===== src/rtl/rxdma_pkg.sv =====
package rxdma_pkg;
  localparam int LEN_W = 14;

  typedef enum logic [2:0] {
    ST_STOP   = 3'd0,
    ST_FETCH  = 3'd1,
    ST_WAIT   = 3'd3,
    ST_SUSP   = 3'd4,
    ST_CLOSE  = 3'd5,
    ST_TSTAMP = 3'd6,
    ST_XFER   = 3'd7
  } rx_state_e;

  // saturating length add
  function automatic logic [LEN_W-1:0] len_add(input logic [LEN_W-1:0] a,
                                               input logic [LEN_W-1:0] b);
    logic [LEN_W:0] s;
    s = {1'b0, a} + {1'b0, b};
    return s[LEN_W] ? '1 : s[LEN_W-1:0];
  endfunction

  function automatic logic [LEN_W-1:0] wdt_limit(input logic jumbo,
                                                 input logic [LEN_W-1:0] std_lim,
                                                 input logic [LEN_W-1:0] jum_lim);
    return jumbo ? jum_lim : std_lim;
  endfunction
endpackage


===== src/rtl/rxdma_len_watch.sv =====
module rxdma_len_watch
  import rxdma_pkg::*;
#(
  parameter int BEAT_BYTES  = 4,
  parameter int BUF_BYTES   = 64,
  parameter int STD_LIMIT   = 2048,
  parameter int JUMBO_LIMIT = 10240
) (
  input  logic             clk,
  input  logic             rst_n,
  input  logic             clr,
  input  logic             beat,
  input  logic             jumbo,
  output logic             early_hit,
  output logic             wdt_hit,
  output logic [LEN_W-1:0] len
);
  localparam logic [LEN_W-1:0] BEAT_L = LEN_W'(BEAT_BYTES);
  localparam logic [LEN_W-1:0] BUF_L  = LEN_W'(BUF_BYTES);
  localparam logic [LEN_W-1:0] STD_L  = LEN_W'(STD_LIMIT);
  localparam logic [LEN_W-1:0] JUM_L  = LEN_W'(JUMBO_LIMIT);
  localparam logic [LEN_W-1:0] MAX_L  = '1;

  logic             early_done, wdt_done;
  logic [LEN_W-1:0] len_nxt, limit;

  assign len_nxt   = len_add(len, BEAT_L);
  assign limit     = wdt_limit(jumbo, STD_L, JUM_L);
  assign early_hit = beat && !early_done && (len_nxt >= BUF_L);
  assign wdt_hit   = beat && !wdt_done && (len_nxt > limit);

  always_ff @(posedge clk or negedge rst_n) begin
    if (!rst_n) begin
      len <= '0; early_done <= 1'b0; wdt_done <= 1'b0;
    end else if (clr) begin
      len <= '0; early_done <= 1'b0; wdt_done <= 1'b0;
    end else if (beat) begin
      len <= len_nxt;
      if (early_hit) early_done <= 1'b1;
      if (wdt_hit)   wdt_done   <= 1'b1;
    end
  end

  AST_LEN_STEP: assert property (@(posedge clk) disable iff (!rst_n)
    (beat && !clr && len <= MAX_L - BEAT_L) |=> len == $past(len) + BEAT_L);
  AST_LEN_CLEAR: assert property (@(posedge clk) disable iff (!rst_n)
    clr |=> len == '0);
endmodule


===== src/rtl/rxdma_ring_ptr.sv =====
module rxdma_ring_ptr #(
  parameter  int RING_SIZE = 8,
  localparam int IDX_W     = (RING_SIZE > 1) ? $clog2(RING_SIZE) : 1
) (
  input  logic             clk,
  input  logic             rst_n,
  input  logic             advance,
  input  logic             seen,
  input  logic             seen_own,
  output logic [IDX_W-1:0] idx,
  output logic             prev_own
);
  localparam logic [IDX_W-1:0] LAST = IDX_W'(RING_SIZE - 1);

  always_ff @(posedge clk or negedge rst_n) begin
    if (!rst_n) begin
      idx      <= '0;
      prev_own <= 1'b1;
    end else begin
      if (advance) idx <= (idx == LAST) ? '0 : idx + 1'b1;
      if (seen)    prev_own <= seen_own;
    end
  end

  AST_RING_WRAP: assert property (@(posedge clk) disable iff (!rst_n)
    (advance && idx == LAST) |=> idx == '0);
  AST_RING_HOLD: assert property (@(posedge clk) disable iff (!rst_n)
    !advance |=> $stable(idx));
endmodule


===== src/rtl/rxdma_seq.sv =====
module rxdma_seq
  import rxdma_pkg::*;
#(
  parameter  int RING_SIZE   = 8,
  parameter  int BEAT_BYTES  = 4,
  parameter  int BUF_BYTES   = 64,
  parameter  int STD_LIMIT   = 2048,
  parameter  int JUMBO_LIMIT = 10240,
  localparam int IDX_W       = (RING_SIZE > 1) ? $clog2(RING_SIZE) : 1
) (
  input  logic             clk,
  input  logic             rst_n,
  input  logic             cmd_start,
  input  logic             cmd_stop,
  input  logic             cmd_poll,
  input  logic             cfg_jumbo,
  input  logic             cfg_ts_en,
  output logic             dsc_req,
  output logic [IDX_W-1:0] dsc_addr,
  input  logic             dsc_rsp_valid,
  input  logic             dsc_rsp_own,
  input  logic             dsc_rsp_noirq,
  input  logic             fifo_frame_rdy,
  input  logic             fifo_valid,
  input  logic             fifo_last,
  input  logic             fifo_ovf,
  output logic             fifo_ready,
  output logic             wr_valid,
  input  logic             wr_ready,
  output logic             ts_valid,
  input  logic             ts_ready,
  output logic             cls_valid,
  output logic [15:0]      cls_status,
  input  logic             cls_ready,
  output logic [2:0]       state_code,
  output logic             ev_rx_done,
  output logic             ev_early,
  output logic             ev_unavail,
  output logic             ev_ovf,
  output logic             ev_wdt,
  output logic             ev_stopped
);
  rx_state_e        state;
  logic             noirq_q, ovf_flag, wdt_flag;
  logic [LEN_W-1:0] len;

  // named internal events
  logic beat, frame_start, desc_seen, desc_advance, early_hit, wdt_hit, prev_own;

  assign beat         = (state == ST_XFER) && fifo_valid && wr_ready;
  assign frame_start  = (state == ST_WAIT) && fifo_frame_rdy && !cmd_stop;
  assign desc_seen    = (state == ST_FETCH) && dsc_rsp_valid && !cmd_stop;
  assign desc_advance = (state == ST_CLOSE) && cls_ready && !cmd_stop;

  assign state_code = state;
  assign dsc_req    = (state == ST_FETCH);
  assign fifo_ready = (state == ST_XFER) && wr_ready;
  assign wr_valid   = (state == ST_XFER) && fifo_valid;
  assign ts_valid   = (state == ST_TSTAMP);
  assign cls_valid  = (state == ST_CLOSE);
  assign cls_status = {ovf_flag, wdt_flag, len};

  rxdma_len_watch #(
    .BEAT_BYTES(BEAT_BYTES), .BUF_BYTES(BUF_BYTES),
    .STD_LIMIT(STD_LIMIT), .JUMBO_LIMIT(JUMBO_LIMIT)
  ) u_len (
    .clk(clk), .rst_n(rst_n), .clr(frame_start), .beat(beat), .jumbo(cfg_jumbo),
    .early_hit(early_hit), .wdt_hit(wdt_hit), .len(len)
  );

  rxdma_ring_ptr #(.RING_SIZE(RING_SIZE)) u_ring (
    .clk(clk), .rst_n(rst_n), .advance(desc_advance), .seen(desc_seen),
    .seen_own(dsc_rsp_own), .idx(dsc_addr), .prev_own(prev_own)
  );

  always_ff @(posedge clk or negedge rst_n) begin
    if (!rst_n) begin
      state <= ST_STOP;
      noirq_q <= 1'b0; ovf_flag <= 1'b0; wdt_flag <= 1'b0;
      ev_rx_done <= 1'b0; ev_early <= 1'b0; ev_unavail <= 1'b0;
      ev_ovf <= 1'b0; ev_wdt <= 1'b0; ev_stopped <= 1'b0;
    end else begin
      ev_rx_done <= 1'b0; ev_early <= 1'b0; ev_unavail <= 1'b0;
      ev_ovf <= 1'b0; ev_wdt <= 1'b0; ev_stopped <= 1'b0;
      if (cmd_stop && state != ST_STOP) begin
        state      <= ST_STOP;
        ev_stopped <= 1'b1;
      end else begin
        case (state)
          ST_STOP:  if (cmd_start) state <= ST_FETCH;
          ST_FETCH: if (dsc_rsp_valid) begin
            if (dsc_rsp_own) begin
              noirq_q <= dsc_rsp_noirq;
              state   <= ST_WAIT;
            end else begin
              ev_unavail <= prev_own;
              state      <= ST_SUSP;
            end
          end
          ST_WAIT: if (fifo_frame_rdy) begin
            ovf_flag <= 1'b0;
            wdt_flag <= 1'b0;
            state    <= ST_XFER;
          end
          ST_XFER: begin
            ev_early <= early_hit;
            ev_wdt   <= wdt_hit;
            if (wdt_hit) wdt_flag <= 1'b1;
            if (fifo_ovf) begin
              ev_ovf   <= 1'b1;
              ovf_flag <= 1'b1;
            end
            if (beat && fifo_last) state <= cfg_ts_en ? ST_TSTAMP : ST_CLOSE;
          end
          ST_TSTAMP: if (ts_ready) state <= ST_CLOSE;
          ST_CLOSE: if (cls_ready) begin
            ev_rx_done <= !noirq_q;
            state      <= ST_FETCH;
          end
          ST_SUSP: if (cmd_poll || fifo_frame_rdy) state <= ST_FETCH;
          default: state <= ST_STOP;
        endcase
      end
    end
  end

  AST_STOP_ENTRY: assert property (@(posedge clk) disable iff (!rst_n)
    (cmd_stop && state_code != 3'd0) |=> (state_code == 3'd0 && ev_stopped));
  AST_UNAVAIL_SUSP: assert property (@(posedge clk) disable iff (!rst_n)
    ev_unavail |-> state_code == 3'd4);
  AST_SUSP_RESUME: assert property (@(posedge clk) disable iff (!rst_n)
    (state_code == 3'd4 && (cmd_poll || fifo_frame_rdy) && !cmd_stop) |=> state_code == 3'd1);
  AST_DONE_AFTER_CLOSE: assert property (@(posedge clk) disable iff (!rst_n)
    ev_rx_done |-> $past(cls_valid && cls_ready));
  AST_TS_THEN_CLOSE: assert property (@(posedge clk) disable iff (!rst_n)
    (ts_valid && ts_ready && !cmd_stop) |=> cls_valid);
  AST_WDT_IN_XFER: assert property (@(posedge clk) disable iff (!rst_n)
    ev_wdt |-> cls_status[14]);
endmodule


===== config.mk =====
export PLATFORM = sky130hd
export DESIGN_NAME = rxdma_seq
export DESIGN_NICKNAME = d
export VERILOG_FILES = /design/src/rtl/rxdma_pkg.sv /design/src/rtl/rxdma_len_watch.sv /design/src/rtl/rxdma_ring_ptr.sv /design/src/rtl/rxdma_seq.sv
export SDC_FILE = /design/constraint.sdc
export NUM_CORES = 1
export LEC_CHECK = 0
export ABC_AREA = 1
export BUFFER_PORTS_ARGS = -buffer_cell sky130_fd_sc_hd__buf_2
export CORE_AREA = 5 5 70 72
export DETAILED_ROUTE_END_ITERATION = 10
export DIE_AREA = 0 0 75 77
export GPL_ROUTABILITY_DRIVEN = 0
export PLACE_DENSITY = 0.73
export REMOVE_ABC_BUFFERS = 1
export SLEW_MARGIN = 40
export SYNTH_ARGS = -nofsm -noshare
export SYNTH_HDL_FRONTEND = slang
export SYNTH_SLANG_ARGS = --single-unit

===== constraint.sdc =====
create_clock -name clk -period 1.7 [get_ports clk]
set_clock_uncertainty 0.05 [all_clocks]
set_input_delay 0.085 -clock clk [delete_from_list [all_inputs] [get_ports clk]]
set_output_delay 0.085 -clock clk [all_outputs]
set_load 0.02 [all_outputs]

==> qor.txt <==
Outcome = finished with violations
Failing checks = setup timing
WL/cell = 12.4 um
CTS tree = yes
RSZ-0062 raised after global routing = yes
Most common cell on crit path = nor2_1
Hpwl dp = 3480 um
Io pins = 50
Worst r2r src = u_len.len[3]
Iter 0 DRT Violations = 107
Crit path max fanout = 6
Vias in the first global route = 1840
Synthesis-to-finish area growth = 35.9%
IR drop worst, VDD = 0.559 mV
Crit path max-delay cell type = dfrtp_1
Seq/Total Area, Yosys = 42.5%
CP required = 1830 ps
Die Wd = 75 um
Core area = 4230 um^2
Slew HR = 77.9%
Total GRT Usage = 17.2%
Antenna diodes = 0
Vias = 1914
Vias per cell = 5.06
Design Power = 3.66 mW
Hold Crit Class = primary input to flip-flop
Yosys warns = 0
Util after Layout = 60.5%
Crit. End Element = flip-flop
Total Wirelength = 4690 um
Commonest non-fill, non-tap cells in the layout = 52 x nand2_1, 49 x buf_2, 37 x inv_1
Root buf cell = clkbuf_8
Worst slew pin tran = 330 ps
Mapped Area = 1890 um^2
Crit path kind = flip-flop to flip-flop
Synth Area per Inst = 7.58 um^2
Period utilisation layout = 105%
Final min period = 1790 ps
CP max stage delay = 420 ps
Die ar. = 5780 um^2
Hold Crit Start = dsc_rsp_own
Startpoint types = flip-flop
R2R Path End = u_len.wdt_done
Biggest register = u_len.len
DR pass1 iterations = 4
Flop2flop setup slack = -90 ps
Die Ht = 77 um
Power Dens Cells = 1430 nW/um^2
Top Family by Delay on Critical Path = simple AND/OR/NAND/NOR gates
Gr ovfl total = 0
Residual DRC = 0
Antenna violations before repair = 0
Synth cell types = 33
Critical Path, Cell by Cell = ha_4 > nand2_4 > nor2_8 > nand3_4 > nand2_2 > inv_2 > nor2_2 > nand2_1 > nor2_1 > nand3_2 > a21oi_2 > nor2_1
Lkg Pwr = 1.42 nW
Initial Util = 44.6%
Layout cells sized above 1 = 35.3%
DRT antenna net count = 0
Commonest non-fill, non-tap cell in the layout = nand2_1
Fmax = 559 MHz
H-Tree Depth = 2
Fillers = 379
Final Max Slew Viols = 0
Max capacitance violation total = 0
Gate Count Post-Synth = 249
Clock Sinks = 32
Worst reg-to-reg path cell count = 12
CP Data Arrival Time = 1920 ps
Worst setup margin = -89.1 ps
Worst hold margin = 38.8 ps
Nets = 345
Input/output buffers = 49
Setup Viol. Count Final = 3
Number of buffers created by CTS = 5
Clock latency on the worst-skew pair = 280 ps
Final Hold Vio Count = 0
#FFs+latches synth = 32
Clk slew on worst S/H paths = 70 ps
Buf/Inv on CP = 1
Row count = 24
WHS Path Cells = 3
First-pass GRT wire length = 7870 um
Hold worst-path end = u_ring.prev_own
Maximum root-to-sink buffer count = 2
Largest net degree at the start of global routing = 33
Max reg flops = 14
[timing repair]
item / in CTS / in global routing
hold buffers: 3 / 0
pin swaps: 1 / 8
buffers inserted: 3 / 1
endpoints found under the setup margin: 4 / 19
hold endpoints to repair: 33 / 0
resized for setup: 10 / 17
[routing by layer]
layer / GRT usage, % / share of wire, % / vias up
li1: - / - / 954
met1: 22.6 / 43 / 899
met2: 27.1 / 50 / 54
met3: 3.66 / 5.3 / 7
met4: 6.41 / 1.5 / 0
met5: 0 / 0 / -
[worst max-delay path by stage]
| stage | startpoint | end | slack (ps) | cells past startpoint |
|---|---|---|---|---|
| 3_5_place_dp | u_len.len[3] | u_len.wdt_done | -60 | 10 |
| 2_1_floorplan | u_len.len[3] | u_len.wdt_done | -150 | 12 |
| 6_report | u_len.len[3] | u_len.wdt_done | -90 | 12 |
| 5_1_grt | u_len.len[3] | u_len.wdt_done | -290 | 12 |
| 4_1_cts | u_len.len[3] | u_len.wdt_done | -30 | 12 |
| 3_3_place_gp | u_len.len[3] | u_len.wdt_done | 20 | 10 |
[power by group]
group | switching [mW] | internal, mW
clock network | 0.302 | 0.285
logic | 1.17 | 0.682
registers | 0.218 | 1.01
total | 1.69 | 1.97
[cells in the mapped netlist]
master / count / area, um^2
a21oi_1: 10 / 50.1
a21oi_2: 1 / 8.76
a31o_2: 2 / 17.5
a31oi_1: 1 / 6.26
buf_2: 1 / 5.00
buf_4: 2 / 15.0
dfrtp_1: 31 / 776
dfstp_2: 1 / 26.3
ha_1: 3 / 37.5
inv_1: 40 / 150
inv_2: 2 / 7.51
nand2_1: 55 / 206
nand2_2: 3 / 18.8
nand3_1: 14 / 70.1
nand3_2: 2 / 20.0
nand3_4: 2 / 35.0
nand3b_1: 1 / 7.51
nand4_1: 3 / 18.8
nand4_2: 1 / 12.5
nor2_1: 32 / 120
nor2_2: 3 / 18.8
nor2_4: 3 / 33.8
nor2_8: 1 / 20.0
nor3_1: 4 / 20.0
nor4_1: 1 / 6.26
o211ai_1: 1 / 7.51
o21ai_0: 19 / 95.1
o21ai_1: 1 / 5.00
o221ai_1: 1 / 8.76
o22ai_1: 2 / 12.5
o31ai_1: 2 / 15.0
xnor2_1: 1 / 8.76
xor2_1: 3 / 26.3
[kinds of logic after synthesis]
logic type / synth area share [%]
xor gates and xnor gates: 1.86
AOI/OAI and AO/OA: 12.0
and+or+nand+nor: 32.2
DFF: 42.5
adders and majority gates: 1.99
buffers and inverters: 9.42
[area by class of cell]
cell class | count | area [um^2] | share of cell area (%)
inverter | 42 | 161 | 6.30
tap | 52 | 65.1 | 2.54
sequential | 32 | 802 | 31.3
multi-input combinational | 172 | 995 | 38.8
clock buffer | 5 | 68.8 | 2.68
timing repair buffer | 72 | 453 | 17.7
clock inverter | 3 | 18.8 | 0.732
[worst min-delay path: cells and delay by family]
family / cells / cell delay, ps
AO/OA/AOI/OAI: 1 / 80
AND/OR/NAND/NOR: 1 / 80
buffers and inverters: 1 / 90
[stage by stage]
stage               cell area, um^2  setup slack [ps]  TNS (ps)  std cells
floorplan                      1870              -148      -533        246
detailed placement             2290             -56.9      -130        362
CTS                            2470             -28.3     -54.1        376
finish                         2560             -89.1      -157        378
global placement               2290              16.7         0        362
global route                   2560              -286     -2120        378
(Power assumes the default switching activity.)
